## src/rtl/nor_flash_pkg.sv

```systemverilog
package nor_flash_pkg;

  typedef enum logic [2:0] {
    PC_NONE,
    PC_PROG,
    PC_ERASE,
    PC_LOCK,
    PC_STATUS,
    PC_BUFW,
    PC_QUERY
  } pend_t;

  localparam logic [7:0] OP_PROG_A  = 8'h10;
  localparam logic [7:0] OP_PROG_B  = 8'h40;
  localparam logic [7:0] OP_ERASE   = 8'h20;
  localparam logic [7:0] OP_CLEAR   = 8'h50;
  localparam logic [7:0] OP_LOCK    = 8'h60;
  localparam logic [7:0] OP_STATUS  = 8'h70;
  localparam logic [7:0] OP_QUERY   = 8'h98;
  localparam logic [7:0] OP_BUFW    = 8'hE8;
  localparam logic [7:0] OP_ARRAY   = 8'hFF;
  localparam logic [7:0] OP_CONFIRM = 8'hD0;
  localparam logic [7:0] OP_UNLOCK  = 8'h01;

  localparam int QUERY_LEN = 49;

  function automatic logic first_known(input logic [7:0] b);
    return (b == OP_PROG_A) || (b == OP_PROG_B) || (b == OP_ERASE) ||
           (b == OP_CLEAR)  || (b == OP_LOCK)   || (b == OP_STATUS) ||
           (b == OP_QUERY)  || (b == OP_BUFW);
  endfunction

  function automatic logic shows_status(input pend_t p);
    return (p == PC_ERASE) || (p == PC_LOCK) || (p == PC_STATUS) || (p == PC_BUFW);
  endfunction

  function automatic logic [7:0] query_entry(input int idx, input int dev_log2,
                                             input int sectors, input int sect_bytes,
                                             input int buf_log2);
    logic [7:0] v;
    int sm1;
    sm1 = sectors - 1;
    case (idx)
      16'h10: v = 8'h51;
      16'h11: v = 8'h52;
      16'h12: v = 8'h59;
      16'h13: v = 8'h01;
      16'h1B: v = 8'h45;
      16'h1C: v = 8'h55;
      16'h27: v = 8'(dev_log2);
      16'h28: v = 8'h02;
      16'h2A: v = 8'(buf_log2);
      16'h2C: v = 8'h01;
      16'h2D: v = 8'(sm1);
      16'h2E: v = 8'(sm1 >> 8);
      16'h2F: v = 8'(sect_bytes >> 8);
      16'h30: v = 8'(sect_bytes >> 16);
      default: v = 8'h00;
    endcase
    return v;
  endfunction

endpackage

```

## src/rtl/nor_cmd_seq.sv

```systemverilog
module nor_cmd_seq
  import nor_flash_pkg::*;
#(
  parameter int DATA_W    = 16,
  parameter int WA_W      = 6,
  parameter int SEC_W     = 2,
  parameter int SW_W      = 4,
  parameter int BUF_CNT_W = 8
) (
  input  logic              clk,
  input  logic              rst_n,
  input  logic              wr_en,
  input  logic [WA_W-1:0]   waddr,
  input  logic [DATA_W-1:0] wdata,
  output pend_t             pend,
  output logic [1:0]        wc,
  output logic [7:0]        status,
  output logic              arr_we,
  output logic              erase_en,
  output logic [SEC_W-1:0]  erase_sec,
  output logic              ev_prog,
  output logic              ev_erase,
  output logic              ev_bword,
  output logic              ev_abort
);

  logic [7:0]           cb;
  pend_t                pend_n;
  logic [1:0]           wc_n;
  logic [7:0]           st_n;
  logic [BUF_CNT_W-1:0] cnt, cnt_n;
  logic [SEC_W-1:0]     sec_n;
  logic                 go_idle;

  assign cb = wdata[7:0];

  always_comb begin
    pend_n   = pend;
    wc_n     = wc;
    st_n     = status;
    cnt_n    = cnt;
    sec_n    = erase_sec;
    go_idle  = 1'b0;
    ev_prog  = 1'b0;
    ev_erase = 1'b0;
    ev_bword = 1'b0;
    if (wr_en) begin
      case (wc)
        2'd0: begin
          case (cb)
            OP_PROG_A, OP_PROG_B: begin pend_n = PC_PROG; wc_n = 2'd1; end
            OP_ERASE: begin
              pend_n = PC_ERASE;
              wc_n   = 2'd1;
              sec_n  = waddr[WA_W-1:SW_W];
            end
            OP_CLEAR: begin st_n = 8'h00; go_idle = 1'b1; end
            OP_LOCK:  begin pend_n = PC_LOCK; wc_n = 2'd1; end
            OP_STATUS: pend_n = PC_STATUS;
            OP_QUERY: begin pend_n = PC_QUERY; wc_n = 2'd1; end
            OP_BUFW: begin
              pend_n  = PC_BUFW;
              wc_n    = 2'd1;
              st_n[7] = 1'b1;
            end
            default: go_idle = 1'b1;
          endcase
        end
        2'd1: begin
          case (pend)
            PC_PROG: begin
              ev_prog = 1'b1;
              st_n[7] = 1'b1;
              go_idle = 1'b1;
            end
            PC_ERASE: begin
              if (cb == OP_CONFIRM) begin
                ev_erase = 1'b1;
                st_n[7]  = 1'b1;
                wc_n     = 2'd0;
              end else begin
                go_idle = 1'b1;
              end
            end
            PC_LOCK: begin
              if (cb == OP_CONFIRM || cb == OP_UNLOCK) begin
                st_n[7] = 1'b1;
                wc_n    = 2'd0;
              end else begin
                go_idle = 1'b1;
              end
            end
            PC_BUFW: begin
              cnt_n = wdata[BUF_CNT_W-1:0];
              wc_n  = 2'd2;
            end
            PC_QUERY: begin
              if (cb == OP_ARRAY) go_idle = 1'b1;
            end
            default: go_idle = 1'b1;
          endcase
        end
        2'd2: begin
          if (pend == PC_BUFW) begin
            ev_bword = 1'b1;
            st_n[7]  = 1'b1;
            if (cnt == '0) wc_n = 2'd3;
            cnt_n = cnt - 1'b1;
          end else begin
            go_idle = 1'b1;
          end
        end
        default: begin
          if (pend == PC_BUFW && cb == OP_CONFIRM) begin
            st_n[7] = 1'b1;
            wc_n    = 2'd0;
          end else begin
            go_idle = 1'b1;
          end
        end
      endcase
    end
    if (go_idle) begin
      pend_n = PC_NONE;
      wc_n   = 2'd0;
    end
  end

  assign ev_abort = go_idle;
  assign arr_we   = ev_prog | ev_bword;
  assign erase_en = ev_erase;

  always_ff @(posedge clk or negedge rst_n) begin
    if (!rst_n) begin
      pend      <= PC_NONE;
      wc        <= 2'd0;
      status    <= 8'h00;
      cnt       <= '0;
      erase_sec <= '0;
    end else begin
      pend      <= pend_n;
      wc        <= wc_n;
      status    <= st_n;
      cnt       <= cnt_n;
      erase_sec <= sec_n;
    end
  end

endmodule

```

## src/rtl/nor_word_array.sv

```systemverilog
module nor_word_array #(
  parameter int DATA_W       = 16,
  parameter int WORDS        = 64,
  parameter int SECTOR_WORDS = 16,
  parameter int WA_W         = 6,
  parameter int SEC_W        = 2
) (
  input  logic              clk,
  input  logic              rst_n,
  input  logic              we,
  input  logic [WA_W-1:0]   waddr,
  input  logic [DATA_W-1:0] wdata,
  input  logic              erase_en,
  input  logic [SEC_W-1:0]  erase_sec,
  input  logic [WA_W-1:0]   raddr,
  output logic [DATA_W-1:0] rword
);

  logic [DATA_W-1:0] mem [WORDS];

  for (genvar w = 0; w < WORDS; w++) begin : g_word
    localparam logic [SEC_W-1:0] MY_SEC = SEC_W'(w / SECTOR_WORDS);
    always_ff @(posedge clk or negedge rst_n) begin
      if (!rst_n) begin
        mem[w] <= '1;
      end else if (erase_en && erase_sec == MY_SEC) begin
        mem[w] <= '1;
      end else if (we && waddr == WA_W'(w)) begin
        mem[w] <= wdata;
      end
    end
  end

  assign rword = mem[raddr];

endmodule

```

## src/rtl/nor_query_rom.sv

```systemverilog
module nor_query_rom
  import nor_flash_pkg::*;
#(
  parameter int QI_W       = 6,
  parameter int DEV_LOG2   = 7,
  parameter int SECTORS    = 4,
  parameter int SECT_BYTES = 32,
  parameter int BUF_LOG2   = 9
) (
  input  logic [QI_W-1:0] idx,
  output logic [7:0]      qbyte
);

  always_comb begin
    if (int'(idx) < QUERY_LEN)
      qbyte = query_entry(int'(idx), DEV_LOG2, SECTORS, SECT_BYTES, BUF_LOG2);
    else
      qbyte = 8'h00;
  end

endmodule

```

## src/rtl/nor_flash_cmd_if.sv

```systemverilog
module nor_flash_cmd_if
  import nor_flash_pkg::*;
#(
  parameter int DATA_W       = 16,
  parameter int SECTOR_WORDS = 16,
  parameter int SECTORS      = 4,
  parameter int BUF_CNT_W    = 8,
  localparam int BYTES       = DATA_W / 8,
  localparam int BYTE_SH     = $clog2(BYTES),
  localparam int WORDS       = SECTOR_WORDS * SECTORS,
  localparam int WA_W        = $clog2(WORDS),
  localparam int ADDR_W      = WA_W + BYTE_SH
) (
  input  logic              clk,
  input  logic              rst_n,
  input  logic [ADDR_W-1:0] bus_addr,
  input  logic [DATA_W-1:0] bus_wdata,
  input  logic              bus_we,
  input  logic              bus_re,
  output logic [DATA_W-1:0] bus_rdata
);

  localparam int SW_W     = $clog2(SECTOR_WORDS);
  localparam int SEC_W    = (SECTORS > 1) ? $clog2(SECTORS) : 1;
  localparam int QI_W     = ADDR_W - BYTE_SH;
  localparam int DEV_LOG2 = ADDR_W;
  localparam int SECT_B   = SECTOR_WORDS * BYTES;
  localparam int BUF_LOG2 = BUF_CNT_W + BYTE_SH;

  logic [WA_W-1:0]   word_addr;
  pend_t             pend;
  logic [1:0]        wc;
  logic [7:0]        status;
  logic              arr_we, erase_en;
  logic [SEC_W-1:0]  erase_sec;
  logic              ev_prog, ev_erase, ev_bword, ev_abort;
  logic [DATA_W-1:0] arr_word;
  logic [7:0]        qbyte;

  assign word_addr = bus_addr[ADDR_W-1:BYTE_SH];

  nor_cmd_seq #(
    .DATA_W(DATA_W), .WA_W(WA_W), .SEC_W(SEC_W), .SW_W(SW_W), .BUF_CNT_W(BUF_CNT_W)
  ) u_seq (
    .clk(clk), .rst_n(rst_n), .wr_en(bus_we), .waddr(word_addr), .wdata(bus_wdata),
    .pend(pend), .wc(wc), .status(status), .arr_we(arr_we), .erase_en(erase_en),
    .erase_sec(erase_sec), .ev_prog(ev_prog), .ev_erase(ev_erase),
    .ev_bword(ev_bword), .ev_abort(ev_abort)
  );

  nor_word_array #(
    .DATA_W(DATA_W), .WORDS(WORDS), .SECTOR_WORDS(SECTOR_WORDS),
    .WA_W(WA_W), .SEC_W(SEC_W)
  ) u_arr (
    .clk(clk), .rst_n(rst_n), .we(arr_we), .waddr(word_addr), .wdata(bus_wdata),
    .erase_en(erase_en), .erase_sec(erase_sec), .raddr(word_addr), .rword(arr_word)
  );

  nor_query_rom #(
    .QI_W(QI_W), .DEV_LOG2(DEV_LOG2), .SECTORS(SECTORS),
    .SECT_BYTES(SECT_B), .BUF_LOG2(BUF_LOG2)
  ) u_rom (
    .idx(word_addr), .qbyte(qbyte)
  );

  always_ff @(posedge clk or negedge rst_n) begin
    if (!rst_n) begin
      bus_rdata <= '0;
    end else if (bus_re) begin
      if (shows_status(pend))
        bus_rdata <= DATA_W'(status);
      else if (pend == PC_QUERY)
        bus_rdata <= DATA_W'(qbyte);
      else
        bus_rdata <= arr_word;
    end
  end

endmodule

```

## config.mk

```make
export PLATFORM = sky130hd
export DESIGN_NAME = nor_flash_cmd_if
export DESIGN_NICKNAME = d
export VERILOG_FILES = /design/src/rtl/nor_flash_pkg.sv /design/src/rtl/nor_cmd_seq.sv /design/src/rtl/nor_word_array.sv /design/src/rtl/nor_query_rom.sv /design/src/rtl/nor_flash_cmd_if.sv
export SDC_FILE = /design/constraint.sdc
export NUM_CORES = 2
export LEC_CHECK = 0
export ABC_AREA = 1
export BUFFER_PORTS_ARGS = -buffer_cell sky130_fd_sc_hd__buf_2
export CAP_MARGIN = 20
export CORE_ASPECT_RATIO = 1.1
export CORE_MARGIN = 2
export CORE_UTILIZATION = 69
export CTS_CLUSTER_DIAMETER = 200
export DETAILED_ROUTE_END_ITERATION = 8
export PLACE_DENSITY = 0.86
export SLEW_MARGIN = 15
export SYNTH_ARGS = -nofsm -noshare
export SYNTH_HDL_FRONTEND = slang
export SYNTH_SLANG_ARGS = --single-unit
```

## constraint.sdc

```tcl
create_clock -name clk -period 4.6 [get_ports clk]
set_clock_uncertainty 0.2 [all_clocks]
set_input_delay 0.46 -clock clk [delete_from_list [all_inputs] [get_ports clk]]
set_output_delay 0.46 -clock clk [all_outputs]
set_load 0.005 [all_outputs]
```

==> results.rst <==
.. list-table::
   :header-rows: 1

   * - Metric
     - Value
   * - Outcome
     - complete, but fails checks
   * - Failing checks
     - hold timing
   * - Fraction of layout cells with a size suffix above 1
     - between 20% and 30%
   * - Largest voltage drop on the vdd net
     - 0.3505 mV
   * - Min Clock Period, post-route
     - 3.743 ns
   * - Register bit count reported by yosys
     - 1,056
   * - Dpl cells
     - 6,665
   * - Register-to-Register Path Depth
     - 11
   * - Via count
     - 43.43k
   * - Final Hold Vio Count
     - 2
   * - Area inside the core boundary
     - just over 70,000 um2
   * - Last element of the critical path
     - u_arr.mem[182]$_DFFE_PN1P_
   * - Flop pwr share
     - between 40% and 50%
   * - # clock sinks
     - around 1.1k
   * - Die width
     - 260.0 um
   * - Number of gates given a new drive strength after cts
     - 0
   * - Clock power share
     - a little under half
   * - Nets
     - 5,860
   * - Global-route congestion overflow total
     - 0
   * - Critical path endpoint category
     - flop
   * - Hpwl dp
     - 87.16 mm
   * - Mean routed wirelength per cell
     - about 22 um
   * - Crit path cell chain
     - inv_1 -> nand2_1 -> inv_1 -> nand3_1 -> nand2_2 -> inv_2 -> nor3_4 -> nand2_2 -> nand2_2 -> o22ai_1 -> inv_1
   * - Count of flip-flops with a built-in enable after synthesis
     - 0
   * - Cell with the biggest individual delay on the critical path
     - nor3_4
   * - Clock latency on the worst-skew pair
     - 0.71 ns
   * - Overall power of the completed layout
     - 19.19 mW
   * - Count of synthesis-stage warnings from yosys
     - 0
   * - Most common cell in the synthesized netlist
     - nand2_1
   * - Synthesized area
     - 49,750 um2
   * - Endpoint of the lowest-slack register-to-register path
     - u_arr.mem[182]$_DFFE_PN1P_
   * - CP Launch Point
     - u_seq.wc[0]$_DFFE_PN0P_
   * - R2R Setup Slk
     - 0.86 ns
   * - Data required time at the worst endpoint
     - roughly 5 ns
   * - Signal arrival time at the worst endpoint
     - 4.16 ns
   * - Cell Count, Final, Fillers Out
     - approximately 7k
   * - Post-route ant nets
     - 0
   * - Net switching power figure
     - approximately 4.4 mW
   * - Stage delay of the slowest cell on the critical path
     - 0.54 ns
   * - Global-route wire length before repair
     - ~240 mm
   * - Starting density of the core
     - 69.56%
   * - N_diodes
     - 0
   * - Quantity of I/O buffers inserted on ports
     - 41
   * - Lkg Pwr
     - 25.24 nW
   * - Cell family with the largest share of critical-path delay
     - simple AND/OR/NAND/NOR gates
   * - Largest net degree at the start of global routing
     - 129
   * - Max cap viols
     - 0
   * - Combinational power share
     - 4.7%
   * - Final hold slack
     - -0.007099 ns
   * - Area growth, synth to finish
     - 8.626%
   * - Switch share
     - 23.18%
   * - Async set-or-reset flop fraction in the synthesized netlist
     - 100.0%
   * - Maximum fanout along the worst path
     - 17
   * - Largest cells by area after synthesis
     - dfstp_2, nand2_1, a21oi_1
   * - Cell type contributing the most total cell area after synthesis
     - dfstp_2
   * - Buffer cell driving the clock tree root
     - clkbuf_16
   * - First drt pass iteration count
     - 8
   * - Drt first-iter violations
     - 5,674
   * - Total Wirelength
     - 152.2 mm
   * - Ports
     - 43
   * - DIE AREA
     - 74,270 um2
   * - Number of antenna violations at the first check in global routing
     - 3
   * - Avg Cell Area, Syn
     - 8.342 um2
   * - Setup violation total in the final timing report
     - 0
   * - Start of the worst register-to-register path
     - u_seq.wc[0]$_DFFE_PN0P_
   * - Ratio of final minimum period to clock period
     - 81.36%
   * - Mapped Cells
     - 5,964
   * - Std-Cell Rows
     - about 100
   * - Relative slew slack
     - 27.33%
   * - Count of cell instances traversed by the critical path
     - 11
   * - Dominant synthesized flop cell
     - dfstp_2
   * - Crit path kind
     - flop to flop
   * - Synth unique cells
     - a little over 40
   * - Die boundary height
     - 285.6 um
   * - Number of buffers inserted during clock tree synthesis
     - 103
   * - Count of H-tree levels built during CTS
     - 3
   * - Cell-internal power
     - 14.74 mW
   * - Worst slew pin tran
     - roughly 1.1 ns
   * - Aggregate negative setup slack
     - 0 ns
   * - Final weighted congestion of routability-driven global placement
     - ~0.95
   * - Power per Cell Area
     - roughly 360 nW/um2
   * - Clock tree from TritonCTS
     - done
   * - List of most frequent post-synthesis cells
     - nand2_1, dfstp_2, nor2_1
   * - Max Clock Freq
     - 267.2 MHz
   * - Number of pins with negative max-slew slack in the final report
     - 0
   * - Number of buffer and inverter stages on the critical path
     - 4
   * - Path category of the worst min-delay check
     - input port to flop
   * - Number of global-route vias before repair
     - 42.70k
   * - Sequential fraction of the synthesis area
     - 55.69%
   * - Clock slew at reported path FFs
     - 0.06 ns
   * - RSZ-0062 raised after global routing
     - no
   * - Drt drc
     - 0
   * - Vias per std cell
     - 6.328
   * - GRT Resource Usage Total
     - 41.19%
   * - Deepest clock path buffer count
     - 3
   * - CP startpoint kind
     - flop
   * - Post-synthesis net count
     - 5,993
   * - Share of Yosys cell area claimed by the top area cell type
     - 54.08%
[power by group through the flow]
stage	Sequential (mW)	Clock (mW)	Combinational, mW
after CTS	9.36	8.95	0.873
after global routing	9.36	9.36	0.945
after detailed placement	9.50	0	0.864
after global placement	9.50	0	0.859
after floorplan	9.49	0	0.381
final	9.36	8.93	0.902
[metrics by stage]
step | utilization [%] | setup slack (ns) | area, um2
final | 75.56 | 0.8574 | 54040
after global routing | 75.56 | 0.7743 | 54040
after CTS | 75.55 | 1.057 | 54040
after detailed placement | 70.45 | 0.9998 | 50390
after floorplan | - | 2.398 | 49750
after global placement | 70.45 | 1.088 | 50390
[worst min path at each step]
stage | cells past startpoint | to | slack, ns | start
6_report | 5 | u_seq.cnt[0]$_DFFE_PN0P_ | -0.007 | bus_wdata[0]
5_1_grt | 5 | u_seq.cnt[0]$_DFFE_PN0P_ | 0.02 | bus_wdata[0]
4_1_cts | 5 | u_seq.cnt[0]$_DFFE_PN0P_ | 0.0004 | bus_wdata[0]
3_5_place_dp | 2 | u_seq.status[7]$_DFFE_PN0P_ | 0.26 | u_seq.status[7]$_DFFE_PN0P_
3_3_place_gp | 2 | bus_rdata[14]$_DFFE_PN0P_ | 0.26 | bus_rdata[14]$_DFFE_PN0P_
2_1_floorplan | 0 | bus_rdata[0]$_DFFE_PN0P_ | -0.04 | rst_n
[timing repair]
item	in CTS	in global routing
hold endpoints to repair	9	0
setup buffers	0	0
hold buffers	6	0
[final cells by class]
cell class                 instances  area, um2
inverter                         453       1708
fill                            4958      17480
clock inverter                    36      490.5
sequential                      1056      27710
tap                              945       1182
multi-input combinational       4062      18480
clock buffer                     156       3100
timing repair buffer             155       1374
[tightest hold or removal path, cell delays in order]
cell	delay [ns]
buf_2	0.13
nand2_1	0.05
o21ai_0	0.07
nand2_1	0.05
o21ai_0	0.08
[sequential cells by signal, indices dropped and copies added (netlist names)]
name,cells
u_arr.mem,1024
u_seq.pend,3
u_seq.cnt,8
u_seq.wc,2
u_seq.erase_sec,2
u_seq.status,1
bus_rdata,16
[layout by cell type, fill, tap and decap left out, drive strengths merged, types with 2 or more instances in the layout]
cell	Yosys	layout
a211oi	2	2
a21oi	714	714
a22o	2	2
a22oi	102	102
buf	253	149
bufinv	0	11
clkbuf	140	156
clkinv	3	18
clkinvlp	0	5
dfrtp	32	32
dfstp	1024	1024
dlygate4sd3	0	6
ha	2	2
inv	450	455
nand2	1674	1674
nand3	68	68
nand4	189	189
nor2	923	923
nor3	12	12
o21a	2	2
o21ai	39	39
o22ai	319	319
o31ai	7	7
xor2	2	2
[per-layer routing]
| metal | up-vias | track usage [%] | share of wire [%] |
|---|---|---|---|
| li1 | 19150 | - | - |
| met1 | 20880 | 52.20 | 37 |
| met2 | 2691 | 62.36 | 45 |
| met3 | 692 | 10.61 | 11 |
| met4 | 8 | 27.99 | 7.2 |
| met5 | - | 1.098 | 0.099 |
[logic make-up after synthesis]
family	count (synthesis)	synth area share [%]
AND/OR/NAND/NOR	2868	23.51
AO/OA/AOI/OAI	1190	13.42
flip-flops	1056	55.69
adder cells (fa/ha/maj)	2	0.05029
XOR/XNOR	2	0.03521
buffers and inverters	846	7.296
(Power assumes the default switching activity.)
